<file path="src/rtl/seq_muldiv_pkg.sv">
package seq_muldiv_pkg;

  typedef enum logic [2:0] {
    OP_MUL    = 3'd0,
    OP_MULH   = 3'd1,
    OP_MULHSU = 3'd2,
    OP_MULHU  = 3'd3,
    OP_DIV    = 3'd4,
    OP_DIVU   = 3'd5,
    OP_REM    = 3'd6,
    OP_REMU   = 3'd7
  } md_op_e;

  typedef enum logic [2:0] {
    ST_IDLE,
    ST_ABS_A,
    ST_ABS_B,
    ST_ITER,
    ST_FIX
  } md_state_e;

  function automatic logic op_a_signed(md_op_e op);
    return op inside {OP_MULH, OP_MULHSU, OP_DIV, OP_REM};
  endfunction

  function automatic logic op_b_signed(md_op_e op);
    return op inside {OP_MULH, OP_DIV, OP_REM};
  endfunction

  function automatic logic op_is_div(md_op_e op);
    return op[2];
  endfunction

  function automatic logic op_is_rem(md_op_e op);
    return op[2] & op[1];
  endfunction

endpackage

</file>
<file path="src/rtl/seq_muldiv_negate.sv">
// out = ~x + cin : full two's complement negate with cin=1,
// upper-half negate of a wide value with cin = (lower half == 0)
module seq_muldiv_negate #(
  parameter int unsigned W = 32
) (
  input  logic [W-1:0] x_i,
  input  logic         cin_i,
  output logic [W-1:0] y_o
);
  assign y_o = ~x_i + {{(W-1){1'b0}}, cin_i};
endmodule

</file>
<file path="src/rtl/seq_muldiv_ctrl.sv">
module seq_muldiv_ctrl
  import seq_muldiv_pkg::*;
#(
  parameter int unsigned W = 32
) (
  input  logic      clk_i,
  input  logic      rst_ni,
  input  logic      start_i,
  input  md_op_e    op_i,
  input  logic      div_zero_i,
  input  logic      mul_last_i,
  output md_state_e state_o,
  output md_op_e    op_q_o,
  output logic      accept_o,
  output logic      fin_o,
  output logic      done_o
);
  localparam int unsigned CW = (W > 1) ? $clog2(W) : 1;
  localparam logic [CW-1:0] CNT_LAST = CW'(W - 1);

  md_state_e     state_q, state_d;
  md_op_e        op_q;
  logic [CW-1:0] cnt_q, cnt_d;
  logic          done_q;

  assign accept_o = start_i && (state_q == ST_IDLE);

  always_comb begin
    state_d = state_q;
    cnt_d   = cnt_q;
    fin_o   = 1'b0;
    unique case (state_q)
      ST_IDLE: begin
        if (start_i) begin
          state_d = (op_i == OP_MUL) ? ST_ITER : ST_ABS_A;
          cnt_d   = '0;
        end
      end
      ST_ABS_A: begin
        if (op_is_div(op_q) && div_zero_i) begin
          state_d = ST_IDLE;
          fin_o   = 1'b1;
        end else begin
          state_d = ST_ABS_B;
        end
      end
      ST_ABS_B: begin
        state_d = ST_ITER;
        cnt_d   = '0;
      end
      ST_ITER: begin
        if (op_q == OP_MUL) begin
          // low half: stop once no multiplier bits remain
          if (mul_last_i) begin
            state_d = ST_IDLE;
            fin_o   = 1'b1;
          end
        end else if (cnt_q == CNT_LAST) begin
          state_d = ST_FIX;
        end else begin
          cnt_d = cnt_q + 1'b1;
        end
      end
      ST_FIX: begin
        state_d = ST_IDLE;
        fin_o   = 1'b1;
      end
      default: state_d = ST_IDLE;
    endcase
  end

  always_ff @(posedge clk_i or negedge rst_ni) begin
    if (!rst_ni) begin
      state_q <= ST_IDLE;
      cnt_q   <= '0;
      op_q    <= OP_MUL;
      done_q  <= 1'b0;
    end else begin
      state_q <= state_d;
      cnt_q   <= cnt_d;
      done_q  <= fin_o;
      if (accept_o) op_q <= op_i;
    end
  end

  assign state_o = state_q;
  assign op_q_o  = op_q;
  assign done_o  = done_q;
endmodule

</file>
<file path="src/rtl/seq_muldiv_dp.sv">
module seq_muldiv_dp
  import seq_muldiv_pkg::*;
#(
  parameter int unsigned W = 32
) (
  input  logic         clk_i,
  input  logic         rst_ni,
  input  logic         accept_i,
  input  md_op_e       op_i,
  input  logic [W-1:0] op_a_i,
  input  logic [W-1:0] op_b_i,
  input  md_state_e    state_i,
  input  md_op_e       op_q_i,
  input  logic         fin_i,
  output logic         div_zero_o,
  output logic         mul_last_o,
  output logic [W-1:0] result_o
);
  localparam int unsigned DW = 2 * W;

  // mcand_q: multiplicand (shifts left) / dividend->quotient in low W bits
  // mplr_q : multiplier (shifts right) / divisor
  // acc_q  : product / partial remainder in low W bits
  logic [DW-1:0] mcand_q, acc_q;
  logic [W-1:0]  mplr_q, res_q;
  logic          sa_q, sb_q;

  logic          is_div, is_rem, res_neg;
  logic [W-1:0]  neg_in, neg_out, fix_val;
  logic          neg_cin;
  logic [DW-1:0] addend, prod_nx;
  logic [W:0]    rem_sh, rem_dif;
  logic          rem_ge;

  assign is_div  = op_is_div(op_q_i);
  assign is_rem  = op_is_rem(op_q_i);
  assign res_neg = is_rem ? sa_q : (sa_q ^ sb_q);

  assign div_zero_o = (mplr_q == '0);
  assign mul_last_o = (mplr_q[W-1:1] == '0);

  // single negator shared by both operand preps and the final sign fix
  always_comb begin
    neg_in  = '0;
    neg_cin = 1'b1;
    unique case (state_i)
      ST_ABS_A: neg_in = mcand_q[W-1:0];
      ST_ABS_B: neg_in = mplr_q;
      default: begin
        if (!is_div) begin
          neg_in  = acc_q[DW-1:W];
          neg_cin = (acc_q[W-1:0] == '0);
        end else if (is_rem) begin
          neg_in = acc_q[W-1:0];
        end else begin
          neg_in = mcand_q[W-1:0];
        end
      end
    endcase
  end

  seq_muldiv_negate #(.W(W)) u_neg (
    .x_i  (neg_in),
    .cin_i(neg_cin),
    .y_o  (neg_out)
  );

  assign fix_val = res_neg ? neg_out : neg_in;

  assign addend  = mplr_q[0] ? mcand_q : '0;
  assign prod_nx = acc_q + addend;

  assign rem_sh  = {acc_q[W-1:0], mcand_q[W-1]};
  assign rem_ge  = (rem_sh >= {1'b0, mplr_q});
  assign rem_dif = rem_sh - {1'b0, mplr_q};

  always_ff @(posedge clk_i or negedge rst_ni) begin
    if (!rst_ni) begin
      mcand_q <= '0;
      acc_q   <= '0;
      mplr_q  <= '0;
      sa_q    <= 1'b0;
      sb_q    <= 1'b0;
    end else if (accept_i) begin
      mcand_q <= {{W{1'b0}}, op_a_i};
      mplr_q  <= op_b_i;
      acc_q   <= '0;
      sa_q    <= op_a_signed(op_i) & op_a_i[W-1];
      sb_q    <= op_b_signed(op_i) & op_b_i[W-1];
    end else begin
      unique case (state_i)
        ST_ABS_A: if (sa_q) mcand_q[W-1:0] <= neg_out;
        ST_ABS_B: if (sb_q) mplr_q <= neg_out;
        ST_ITER: begin
          if (!is_div) begin
            acc_q   <= prod_nx;
            mcand_q <= mcand_q << 1;
            mplr_q  <= mplr_q >> 1;
          end else begin
            acc_q[W-1:0]   <= rem_ge ? rem_dif[W-1:0] : rem_sh[W-1:0];
            mcand_q[W-1:0] <= {mcand_q[W-2:0], rem_ge};
          end
        end
        default: ;
      endcase
    end
  end

  always_ff @(posedge clk_i or negedge rst_ni) begin
    if (!rst_ni) begin
      res_q <= '0;
    end else if (fin_i) begin
      unique case (state_i)
        ST_ABS_A: res_q <= is_rem ? mcand_q[W-1:0] : '1;  // zero divisor
        ST_ITER:  res_q <= prod_nx[W-1:0];                // low-half product
        default:  res_q <= fix_val;
      endcase
    end
  end

  assign result_o = res_q;
endmodule

</file>
<file path="src/rtl/seq_muldiv.sv">
module seq_muldiv
  import seq_muldiv_pkg::*;
#(
  parameter int unsigned W = 32
) (
  input  logic         clk_i,
  input  logic         rst_ni,
  input  logic         start_i,
  input  logic [2:0]   op_i,
  input  logic [W-1:0] op_a_i,
  input  logic [W-1:0] op_b_i,
  output logic         busy_o,
  output logic         done_o,
  output logic [W-1:0] result_o
);
  md_op_e    op_in, op_q;
  md_state_e state;
  logic      accept, fin, div_zero, mul_last;

  assign op_in = md_op_e'(op_i);

  seq_muldiv_ctrl #(.W(W)) u_ctrl (
    .clk_i     (clk_i),
    .rst_ni    (rst_ni),
    .start_i   (start_i),
    .op_i      (op_in),
    .div_zero_i(div_zero),
    .mul_last_i(mul_last),
    .state_o   (state),
    .op_q_o    (op_q),
    .accept_o  (accept),
    .fin_o     (fin),
    .done_o    (done_o)
  );

  seq_muldiv_dp #(.W(W)) u_dp (
    .clk_i     (clk_i),
    .rst_ni    (rst_ni),
    .accept_i  (accept),
    .op_i      (op_in),
    .op_a_i    (op_a_i),
    .op_b_i    (op_b_i),
    .state_i   (state),
    .op_q_i    (op_q),
    .fin_i     (fin),
    .div_zero_o(div_zero),
    .mul_last_o(mul_last),
    .result_o  (result_o)
  );

  assign busy_o = (state != ST_IDLE);
endmodule

</file>
<file path="config.mk">
export PLATFORM = sky130hd
export DESIGN_NAME = seq_muldiv
export DESIGN_NICKNAME = d
export VERILOG_FILES = /design/src/rtl/seq_muldiv_pkg.sv /design/src/rtl/seq_muldiv_negate.sv /design/src/rtl/seq_muldiv_ctrl.sv /design/src/rtl/seq_muldiv_dp.sv /design/src/rtl/seq_muldiv.sv
export SDC_FILE = /design/constraint.sdc
export NUM_CORES = 1
export LEC_CHECK = 0
export CAP_MARGIN = 20
export CELL_PAD_IN_SITES_DETAIL_PLACEMENT = 0
export CELL_PAD_IN_SITES_GLOBAL_PLACEMENT = 1
export CORE_MARGIN = 2
export CORE_UTILIZATION = 55
export CTS_BUF_LIST = sky130_fd_sc_hd__clkbuf_8
export CTS_CLUSTER_DIAMETER = 200
export CTS_CLUSTER_SIZE = 30
export DETAILED_ROUTE_END_ITERATION = 7
export DONT_BUFFER_PORTS = 1
export GPL_ROUTABILITY_DRIVEN = 0
export HOLD_SLACK_MARGIN = 0.06
export PLACE_DENSITY = 0.91
export SLEW_MARGIN = 20
export SYNTH_ARGS = -nofsm -noshare
export SYNTH_HDL_FRONTEND = slang
export SYNTH_SLANG_ARGS = --single-unit
</file>
<file path="constraint.sdc">
create_clock -name clk_i -period 7.5 [get_ports clk_i]
set_input_delay 1.125 -clock clk_i [delete_from_list [all_inputs] [get_ports clk_i]]
set_output_delay 1.125 -clock clk_i [all_outputs]
set_load 0.05 [all_outputs]
</file>
==> results.json <==
{
  "status": "completed",
  "rr_endpoint": "u_dp.result_o[18]$_DFFE_PN0P_",
  "stdcell_count": 2594,
  "htree_levels": 1,
  "tightestPinTransition_ns": 1.07,
  "num_vias": 18253,
  "root_buffer": "clkbuf_8",
  "end_kind": "flop",
  "fin_crit_ns": 5.20,
  "drv_slew": 0,
  "hpwl_mm": 47.9,
  "synthAdderAreaFrac_pct": 7.10,
  "grt_max_degree": 207,
  "cts_inserted_buffers": 10,
  "nNetsFinal": 2318,
  "critPathKind": "flop to flop",
  "seq_area_frac_synth_pct": 28.4,
  "wire_per_inst_um": 25.7,
  "timing.final.crit_share_pct": 69.4,
  "cp-endpoint": "u_dp.result_o[18]$_DFFE_PN0P_",
  "io_pins": 104,
  "synth.top_cell.area_share_pct": 28.4,
  "synth.top_cells.by_area": "dfrtp_1, ha_1, o21ai_0",
  "drc": 0,
  "r2r-start": "u_ctrl.state_o[0]$_DFFE_PN0P_",
  "avgSynthCellArea_um2": 8.04,
  "yosys_warnings": 0,
  "synthXorXnorAreaFrac_pct": 6.71,
  "cap_viol_max_count": 0,
  "place_inst": 2576,
  "viasPerCell": 7.04,
  "synth_top_family_by_area": "compound AO/OA/AOI/OAI gates",
  "num_rows": 66,
  "synth_compound_area_share_pct": 29.3,
  "synth_area_mm2": 0.0182,
  "setup_tns_ns": 0,
  "fillCellCount": 3109,
  "grt-ovfl-total": 0,
  "hp-class": "primary input to asynchronous set/reset pin",
  "clock_latency_ns": 0.58,
  "portBuffers": 0,
  "critPathArrivalTime_ns": 5.66,
  "ys_ff_latch": 206,
  "cp.required_ns": 7.96,
  "cts_hold_buf": 0,
  "cts_buffer_depth": 3,
  "r2r_cells": 15,
  "yosysTopAreaCell": "dfrtp_1",
  "synth-edff-count": 0,
  "timing.fmax_ghz": 0.192,
  "start_util_pct": 55.9,
  "coreArea_mm2": 0.0325,
  "yosys.area_share.simple_pct": 20.8,
  "antenna_found_initial": 6,
  "drtAntennaViolNets": 0,
  "grt.total_usage_pct": 38.3,
  "drive_above_1_share_pct": 5.26,
  "setup_viol": 0,
  "cts_resized": 0,
  "grt_pass1_wl_mm": 101,
  "synth_mux_area_share_pct": 2.84,
  "clock-sinks": 206,
  "worstSetupStartpoint": "u_ctrl.state_o[0]$_DFFE_PN0P_",
  "synth_cell_types": 84,
  "hold_viol": 0,
  "fp.dieH_um": 186,
  "grt_pass1_vias": 17184,
  "critPathMaxFanout": 41,
  "drt_iter0_drc": 2409,
  "crit_path_start_kind": "flop",
  "ff2ff_setup_slack_ns": 2.30,
  "synth_nets": 2432,
  "dieArea_mm2": 0.0345,
  "syn_inst": 2260,
  "clk_pin_slew_worst_paths_ns": 0.18,
  "area_delta_synth_final_pct": 2.18,
  "yosys_most_used_dff": "dfrtp_1",
  "synth-async-reset-ratio_pct": 100,
  "cts_tree": "yes",
  "die_w_um": 186,
  "grt_setup_unrepaired": "no",
  "finalWirelength_mm": 66.6,
  "skew_ns": 0.0504,
  "drt_first_pass_iters": 7,
  "post-cts-setup-buffers": 0,
  "slew-limit-headroom_pct": 28.5
}
worst min-delay path by stage:
stage	endpoint	slack [ns]	depth (start not counted)	startpoint
floorplan	u_ctrl.op_q_o[0]$_DFFE_PN0P_	0.45	2	u_ctrl.op_q_o[0]$_DFFE_PN0P_
global placement	u_ctrl.op_q_o[0]$_DFFE_PN0P_	0.47	2	u_ctrl.op_q_o[0]$_DFFE_PN0P_
detailed placement	u_ctrl.op_q_o[0]$_DFFE_PN0P_	0.47	2	u_ctrl.op_q_o[0]$_DFFE_PN0P_
CTS	u_dp.acc_q[7]$_DFFE_PN0P_	0.21	0	rst_ni
global route	u_dp.result_o[10]$_DFFE_PN0P_	0.21	0	rst_ni
finish	u_dp.mcand_q[37]$_DFFE_PN0P_	0.23	0	rst_ni
synthesized netlist by cell type (14+ instances only):
cell,count
nand3b_1,53
mux2i_1,19
a22o_1,42
nor2b_1,17
and3_1,21
nor2_1,193
nand3_1,30
a221o_1,41
o211ai_1,22
nor3_1,27
nand4_1,30
nand2_1,217
inv_1,74
o21ai_0,189
clkbuf_1,127
mux2_2,29
a31oi_1,28
a22oi_1,34
a21oi_1,185
nand2b_1,16
nor4_1,19
buf_2,14
a211oi_1,23
xnor2_1,77
dfrtp_1,206
xor2_1,59
ha_1,100
o31ai_1,22
a21o_1,73
and2_1,78
o21bai_1,15
a41oi_1,19
flip-flops by register name (all words and copies together) (netlist names), 3 cells and up:
name            flops
u_dp.acc_q         64
u_ctrl.op_q_o       3
u_dp.result_o      32
u_ctrl.state_o      3
u_dp.mcand_q       64
u_dp.mplr_q        32
u_ctrl.cnt_q        5
worst max-delay path, stage by stage, from the launching register on:
cell and delay, ns:
dfrtp_2 0.64, buf_4 0.47, xor2_4 0.30, a21oi_2 0.10, and2_1 0.20, a222oi_1 0.46
a21boi_0 0.45, ha_1 0.34, ha_1 0.25, and2_1 0.21, nand4_2 0.38, nor3_4 0.55
nor2_1 0.10, xnor2_1 0.16, o221ai_1 0.16, mux2_2 0.32
per-stage QoR:
step	utilization, %	hold WS (ns)	area [um^2]	setup WS (ns)
6_report	57.1	0.230	18600	2.30
5_1_grt	57.1	0.208	18600	2.19
4_1_cts	57.0	0.211	18600	2.48
3_5_place_dp	56.4	0.471	18400	2.56
3_3_place_gp	56.4	0.465	18400	2.62
2_1_floorplan	-	0.451	18200	3.58
placed cells by master, fill, tap and decap left out, types with 21 or more instances in the layout:
cell | Yosys | final
nand2_1 | 217 | 215
dfrtp_1 | 206 | 203
nor2_1 | 193 | 189
o21ai_0 | 189 | 188
a21oi_1 | 185 | 184
ha_1 | 100 | 100
and2_1 | 78 | 77
xnor2_1 | 77 | 77
inv_1 | 74 | 76
a21o_1 | 73 | 73
xor2_1 | 59 | 58
nand3b_1 | 53 | 53
a22o_1 | 42 | 42
a221o_1 | 41 | 41
a22oi_1 | 34 | 34
nand4_1 | 30 | 30
nand3_1 | 30 | 30
mux2_2 | 29 | 29
a31oi_1 | 28 | 28
nor3_1 | 27 | 27
buf_4 | 0 | 25
a211oi_1 | 23 | 23
o211ai_1 | 22 | 22
o31ai_1 | 22 | 22
and3_1 | 21 | 21
metal layers:
metal / track usage [%] / part of all wire, % / up-vias
met4: 14.6 / 4.6 / 2
met3: 13.7 / 14 / 225
met5: 0 / 0.023 / -
met1: 51.0 / 39 / 8707
li1: - / - / 8099
met2: 56.9 / 42 / 1220
kinds of logic (layout without fill, tap and decap cells):
kind of cell / count (synthesis) / count (layout)
compound gates: 798 / 798
xor+xnor: 137 / 137
fa+ha+maj: 102 / 102
buf+inv: 226 / 114
flops: 206 / 206
mux: 48 / 48
other cells: 0 / 4
simple gates: 743 / 743
area by class of cell:
type / count / area [um^2] / share of cell area, %
multi-input cells: 1828 / 12200 / 65.6
flip-flops and latches: 206 / 5160 / 27.8
well taps: 442 / 553 / 2.98
inverters: 75 / 282 / 1.52
repair buffers: 25 / 188 / 1.01
clock buffers: 11 / 151 / 0.815
clock inverters: 3 / 37.5 / 0.202
diodes: 4 / 10.0 / 0.0539
Power is left out: the tool's default activity adds up to more than one toggle a clock period on the data nets, which glitch-free logic cannot reach.
